===== src/rtl/dlr_pkg.sv =====
package dlr_pkg;

  typedef enum logic [2:0] {
    ST_IDLE,
    ST_START,
    ST_DATA,
    ST_PAR,
    ST_STOP1,
    ST_STOP2
  } dlr_state_e;

  // majority of three samples
  function automatic logic maj3(input logic [2:0] s);
    return (s[0] & s[1]) | (s[0] & s[2]) | (s[1] & s[2]);
  endfunction

endpackage


===== src/rtl/dlr_sampler.sv =====
// Line synchronizer plus a three-sample history advanced on each tick.
module dlr_sampler #(
  parameter int SYNC_STAGES = 2
) (
  input  logic       clk,
  input  logic       rst,
  input  logic       tick,
  input  logic       rxd,
  output logic [2:0] trio,   // {oldest, middle, current}
  output logic       fall    // high-to-low seen on this tick
);

  logic [SYNC_STAGES-1:0] sync_q;
  logic [1:0]             hist_q;
  logic                   line;

  always_ff @(posedge clk) begin
    if (rst) sync_q <= '1;
    else     sync_q <= {sync_q[SYNC_STAGES-2:0], rxd};
  end

  assign line = sync_q[SYNC_STAGES-1];

  always_ff @(posedge clk) begin
    if (rst)       hist_q <= '1;
    else if (tick) hist_q <= {hist_q[0], line};
  end

  assign trio = {hist_q, line};
  assign fall = tick & hist_q[0] & ~line;

endmodule


===== src/rtl/dlr_framer.sv =====
// Frame sequencer: start validation, bit decode in both codes, result bank.
module dlr_framer
  import dlr_pkg::*;
#(
  parameter int OSR    = 16,
  parameter int DATA_W = 8,
  parameter int NB_W   = $clog2(DATA_W + 1)
) (
  input  logic              clk,
  input  logic              rst,
  input  logic              tick,
  input  logic [2:0]        trio,
  input  logic              fall,
  input  logic              cfg_manch,
  input  logic [NB_W-1:0]   cfg_nbits,
  input  logic [1:0]        cfg_parity,
  input  logic              cfg_two_stop,
  output logic [DATA_W-1:0] out_data,
  output logic              out_valid,
  output logic              out_perr,
  output logic              out_ferr,
  output logic              out_cverr,
  output logic [1:0]        out_stop
);

  localparam int CNT_W = $clog2(OSR);
  localparam int Q1    = OSR / 4 + 1;       // first-half vote complete
  localparam int MIDV  = OSR / 2 + 1;       // centre vote complete
  localparam int Q3    = 3 * OSR / 4 + 1;   // second-half vote complete
  localparam int LAST  = OSR - 1;           // bit end

  dlr_state_e        state;
  logic [CNT_W-1:0]  cnt;
  logic [NB_W-1:0]   bit_idx;
  logic              lat_manch, lat_two;
  logic [NB_W-1:0]   lat_nbits;
  logic [1:0]        lat_par;
  logic [DATA_W-1:0] work_data;
  logic              par_acc, cv_acc, perr_w, ferr_w, stop0_w;
  logic              half_a, half_b, lvl_s;
  logic              vote, bit_v, viol;

  assign vote  = maj3(trio);
  assign bit_v = lat_manch ? half_b : lvl_s;
  assign viol  = lat_manch & (half_a == half_b);

  always_ff @(posedge clk) begin
    if (rst) begin
      state     <= ST_IDLE;
      cnt       <= '0;
      bit_idx   <= '0;
      lat_manch <= 1'b0;
      lat_two   <= 1'b0;
      lat_nbits <= '0;
      lat_par   <= '0;
      work_data <= '0;
      par_acc   <= 1'b0;
      cv_acc    <= 1'b0;
      perr_w    <= 1'b0;
      ferr_w    <= 1'b0;
      stop0_w   <= 1'b0;
      half_a    <= 1'b0;
      half_b    <= 1'b0;
      lvl_s     <= 1'b0;
      out_data  <= '0;
      out_valid <= 1'b0;
      out_perr  <= 1'b0;
      out_ferr  <= 1'b0;
      out_cverr <= 1'b0;
      out_stop  <= '0;
    end else begin
      out_valid <= 1'b0;
      if (tick) begin
        if (state == ST_IDLE) begin
          if (fall) begin
            state     <= ST_START;
            cnt       <= CNT_W'(1);
            lat_manch <= cfg_manch;
            lat_two   <= cfg_two_stop;
            lat_nbits <= cfg_nbits;
            lat_par   <= cfg_parity;
            work_data <= '0;
            par_acc   <= 1'b0;
            cv_acc    <= 1'b0;
            perr_w    <= 1'b0;
            ferr_w    <= 1'b0;
            stop0_w   <= 1'b0;
          end
        end else begin
          cnt <= (cnt == CNT_W'(LAST)) ? '0 : cnt + 1'b1;
          if (cnt == CNT_W'(Q1)) half_a <= vote;
          if (cnt == CNT_W'(Q3)) half_b <= vote;
          if (cnt == CNT_W'(MIDV)) begin
            lvl_s <= vote;
            if (state == ST_START && vote) state <= ST_IDLE;  // false start
          end
          if (cnt == CNT_W'(LAST)) begin
            case (state)
              ST_START: begin
                state   <= ST_DATA;
                bit_idx <= '0;
              end
              ST_DATA: begin
                for (int i = 0; i < DATA_W; i++)
                  if (bit_idx == NB_W'(i)) work_data[i] <= bit_v;
                par_acc <= par_acc ^ bit_v;
                cv_acc  <= cv_acc | viol;
                if (bit_idx == lat_nbits - NB_W'(1))
                  state <= (!lat_manch && lat_par[1]) ? ST_PAR : ST_STOP1;
                else
                  bit_idx <= bit_idx + 1'b1;
              end
              ST_PAR: begin
                perr_w <= bit_v ^ par_acc ^ lat_par[0];
                state  <= ST_STOP1;
              end
              ST_STOP1: begin
                if (lat_two) begin
                  stop0_w <= bit_v;
                  ferr_w  <= ~bit_v;
                  cv_acc  <= cv_acc | viol;
                  state   <= ST_STOP2;
                end else begin
                  out_data  <= work_data;
                  out_perr  <= perr_w;
                  out_ferr  <= ~bit_v;
                  out_cverr <= cv_acc | viol;
                  out_stop  <= {1'b0, bit_v};
                  out_valid <= 1'b1;
                  state     <= ST_IDLE;
                end
              end
              ST_STOP2: begin
                out_data  <= work_data;
                out_perr  <= perr_w;
                out_ferr  <= ferr_w;
                out_cverr <= cv_acc | viol;
                out_stop  <= {lat_manch & bit_v, stop0_w};
                out_valid <= 1'b1;
                state     <= ST_IDLE;
              end
              default: state <= ST_IDLE;
            endcase
          end
        end
      end
    end
  end

endmodule


===== src/rtl/dual_line_rx.sv =====
module dual_line_rx #(
  parameter int OSR         = 16,   // multiple of 4, at least 12
  parameter int DATA_W      = 8,
  parameter int SYNC_STAGES = 2,
  localparam int NB_W       = $clog2(DATA_W + 1)
) (
  input  logic              clk,
  input  logic              rst,
  input  logic              sample_tick,
  input  logic              line_in,
  input  logic              cfg_manch,
  input  logic [NB_W-1:0]   cfg_nbits,
  input  logic [1:0]        cfg_parity,
  input  logic              cfg_two_stop,
  output logic [DATA_W-1:0] rx_data,
  output logic              rx_valid,
  output logic              rx_perr,
  output logic              rx_ferr,
  output logic              rx_cverr,
  output logic [1:0]        rx_stop
);

  logic [2:0] trio;
  logic       fall;

  dlr_sampler #(.SYNC_STAGES(SYNC_STAGES)) u_sampler (
    .clk  (clk),
    .rst  (rst),
    .tick (sample_tick),
    .rxd  (line_in),
    .trio (trio),
    .fall (fall)
  );

  dlr_framer #(.OSR(OSR), .DATA_W(DATA_W), .NB_W(NB_W)) u_framer (
    .clk          (clk),
    .rst          (rst),
    .tick         (sample_tick),
    .trio         (trio),
    .fall         (fall),
    .cfg_manch    (cfg_manch),
    .cfg_nbits    (cfg_nbits),
    .cfg_parity   (cfg_parity),
    .cfg_two_stop (cfg_two_stop),
    .out_data     (rx_data),
    .out_valid    (rx_valid),
    .out_perr     (rx_perr),
    .out_ferr     (rx_ferr),
    .out_cverr    (rx_cverr),
    .out_stop     (rx_stop)
  );

endmodule


===== config.mk =====
export PLATFORM = sky130hd
export DESIGN_NAME = dual_line_rx
export DESIGN_NICKNAME = d
export VERILOG_FILES = /design/src/rtl/dlr_pkg.sv /design/src/rtl/dlr_sampler.sv /design/src/rtl/dlr_framer.sv /design/src/rtl/dual_line_rx.sv
export SDC_FILE = /design/constraint.sdc
export NUM_CORES = 1
export LEC_CHECK = 0
export CORE_MARGIN = 5
export CORE_UTILIZATION = 55
export CTS_BUF_LIST = sky130_fd_sc_hd__clkbuf_4
export DETAILED_ROUTE_END_ITERATION = 16
export PLACE_DENSITY = 0.77
export SLEW_MARGIN = 40
export SYNTH_ARGS = -nofsm -noshare
export SYNTH_HDL_FRONTEND = slang
export SYNTH_SLANG_ARGS = --single-unit

===== constraint.sdc =====
create_clock -name clk -period 2.15 [get_ports clk]
set_input_delay 0.43 -clock clk [delete_from_list [all_inputs] [get_ports clk]]
set_output_delay 0.43 -clock clk [all_outputs]
set_load 0.005 [all_outputs]

==> results.txt <==
Hold slack = 433.8 ps
First drt pass iteration count = 4
Postcts setup bufs = 0
Synthesized area per cell = 8.966 µm²
CTS tree = yes
Seq cells post-synth = 53
Cells after Synth = 295
Sequential-to-total area share from yosys stat = 40.11%
Place WS = -19.16 ps
Pwr dens = 553.6 nW/µm²
Hold Crit Depth = 1
Clock tree sinks = 53
First-pass GRT wire length = 8970 µm
Worst-path clk slew = 160 ps
DRC = 0
Drt wl/cell = 13.77 µm
Status = finished clean
Post-synth EDFFs = 0
Max VDD drop = 397.1 µV
Routed wire length = 5220 µm
Hold path startpoint = u_sampler.sync_q[0]
Slew HR = 52.77%
Vias in the first global route = 2071
Hold Path Sink = u_sampler.sync_q[1]
Final Hold Viols = 0
TritonCTS Buffers = 5
Crit Path Class = flip-flop to flip-flop
Clk Latency, worst-skew pair = 370 ps
Grt total ovfl = 0
Reg2Reg Setup Slack = 170 ps
Initial antenna violation count = 0
Area growth, synth to finish = 14.90%
First DRT Iteration DRCs = 151
Yosys warns = 0
Post-CTS sizing = 0
Slew Viols, Final = 0
Vias per cell = 5.731
DP Area = 2979 µm²
Most frequent cells in the layout = dfxtp_1 (53), nor2_1 (47), mux2i_1 (31)
Dominant synthesized flop cell = dfxtp_1
Critical path capture point type = flip-flop
Vias = 2172
Crit share post-route = 91.87%
Port bufs = 25
Synth cell types = 49
Synthesized area = 2645 µm²
CORE AREA = 4692 µm²
I/O pin total = 26
CP required = 2400 ps
Max cap viols = 0
Min cycle time layout = 1975 ps
Fmax = 506.3 MHz
Clk root buf = clkbuf_4
Min-delay worst type = flip-flop to flip-flop
Layout Nets = 343
Reg-to-Reg End = u_framer.state[1]
Dpl hpwl = 3783 µm
Number of cells on the worst reg-to-reg path = 7
Most common cell after layout, fill and taps aside = dfxtp_1
CP arrival = 2230 ps
H-tree depth = 2
Row count = 25
Die area = 6296 µm²
Initial Utilization = 56.37%
Antenna-violating nets left = 0
Final setup violating endpoints = 0
Unrepaired setup endpoints after global routing = false
Inserted Diodes = 0
CTS Buffer Depth = 2
Design area = 3039 µm²
Die W = 79.35 µm
Total Routing Usage GR = 17.54%
Setup Skew = 6.748 ps
Die Y = 79.35 µm
Largest net degree at the start of global routing = 39
Static leakage = 0.001141 µW
Worst setup SP type = flip-flop
Share of cells above drive strength 1 = 11.08%
Critical Path Fanout Max = 5
Worst-margin pin slew = 708.4 ps
Final Util = 64.77%
Synth Net Count = 314
Setup ws final = 174.8 ps
Cts-stage hold buffer count = 0
Routability cong. = 0.8995
Reg2reg start = u_framer.lat_nbits[0]
Ys async rst share = 0%
state kept, by name (all words and copies together), names as in the netlist, 2 cells and up:
| name | cells |
|---|---|
| u_framer.out_data | 8 |
| u_framer.work_data | 8 |
| u_framer.bit_idx | 4 |
| u_framer.cnt | 4 |
| u_framer.lat_nbits | 4 |
| u_framer.state | 3 |
| u_framer.lat_par | 2 |
| u_framer.out_stop | 2 |
| u_sampler.hist_q | 2 |
| u_sampler.sync_q | 2 |
cell usage after synthesis, types with 4 or more instances:
library cell,number,area (µm²)
clkbuf_1,9,33.78
ha_1,7,87.58
o211ai_1,4,30.03
a21oi_1,12,60.06
buf_2,5,25.02
nor2b_1,7,43.79
nand2_1,9,33.78
o21ai_0,11,55.05
nand2b_1,10,62.56
xnor2_1,5,43.79
nor2_1,47,176.4
nand3_1,15,75.07
nor3_1,10,50.05
xor2_1,4,35.03
dfxtp_1,53,1061
a211oi_1,4,30.03
mux2i_1,31,310.3
inv_1,9,33.78
worst max-delay path, cell delays in order, from the launching register on:
cell and delay (ps):
dfxtp_1 410, inv_1 60, ha_1 300, xor2_1 130, nand3_1 130, or2_2 380
o211ai_1 320, a31oi_1 120
metal layers:
| metal | vias up | share of wire [%] | global-route usage [%] | wire length (µm) |
|---|---|---|---|---|
| li1 | 1087 | - | - | - |
| met1 | 1002 | 45 | 21.95 | 2357 |
| met2 | 63 | 47 | 29.04 | 2439 |
| met3 | 20 | 5.5 | 4.649 | 289 |
| met4 | 0 | 2.5 | 6.186 | 133 |
| met5 | - | 0 | 0 | 0 |
worst max path at each step:
stage,end,slack (ps),cells after the start,from
2_1_floorplan,u_framer.state[1],390,7,u_framer.lat_nbits[0]
3_3_place_gp,u_framer.lat_manch,-60,6,sample_tick
3_5_place_dp,u_framer.lat_manch,-20,6,sample_tick
4_1_cts,u_framer.state[1],160,7,u_framer.lat_nbits[0]
5_1_grt,u_framer.state[1],50,7,u_framer.lat_nbits[0]
6_report,u_framer.state[1],170,7,u_framer.lat_nbits[0]
through the flow:
stage	setup TNS [ps]	power, µW	instances
2_1_floorplan	0	1185	295
3_3_place_gp	-382.1	1246	371
3_5_place_dp	-76.60	1249	371
4_1_cts	0	1697	379
5_1_grt	0	1769	379
6_report	0	1683	379
power breakdown:
| group | leakage, µW | switching [µW] | internal [µW] |
|---|---|---|---|
| sequential | 0.000428 | 17.7 | 997 |
| clock | 0.0000352 | 322 | 131 |
| combinational | 0.000678 | 120 | 94.4 |
cells by family (layout without fill, tap and decap cells):
kind of cell             after synthesis  count (layout)  share of synthesized area [%]
AO/OA/AOI/OAI                         51              51                          14.00
flip-flops                            53              53                          40.11
adder cells (fa/ha/maj)                8               8                          3.690
multiplexers                          31              31                          11.73
AND/OR/NAND/NOR                      115             115                          21.43
buffers and inverters                 27              57                          5.203
XOR/XNOR                              10              10                          3.831
area by class of cell:
class                           count  area, µm²
Tap cell                           54      67.56
Sequential cell                    53       1061
Clock buffer                        5      37.54
Timing Repair Buffer               40      370.4
Multi-Input combinational cell    215       1446
Clock inverter                      3      22.52
Inverter                            9      33.78
Fill cell                         400       1653
No activity file was read; power rests on OpenSTA's default activity.
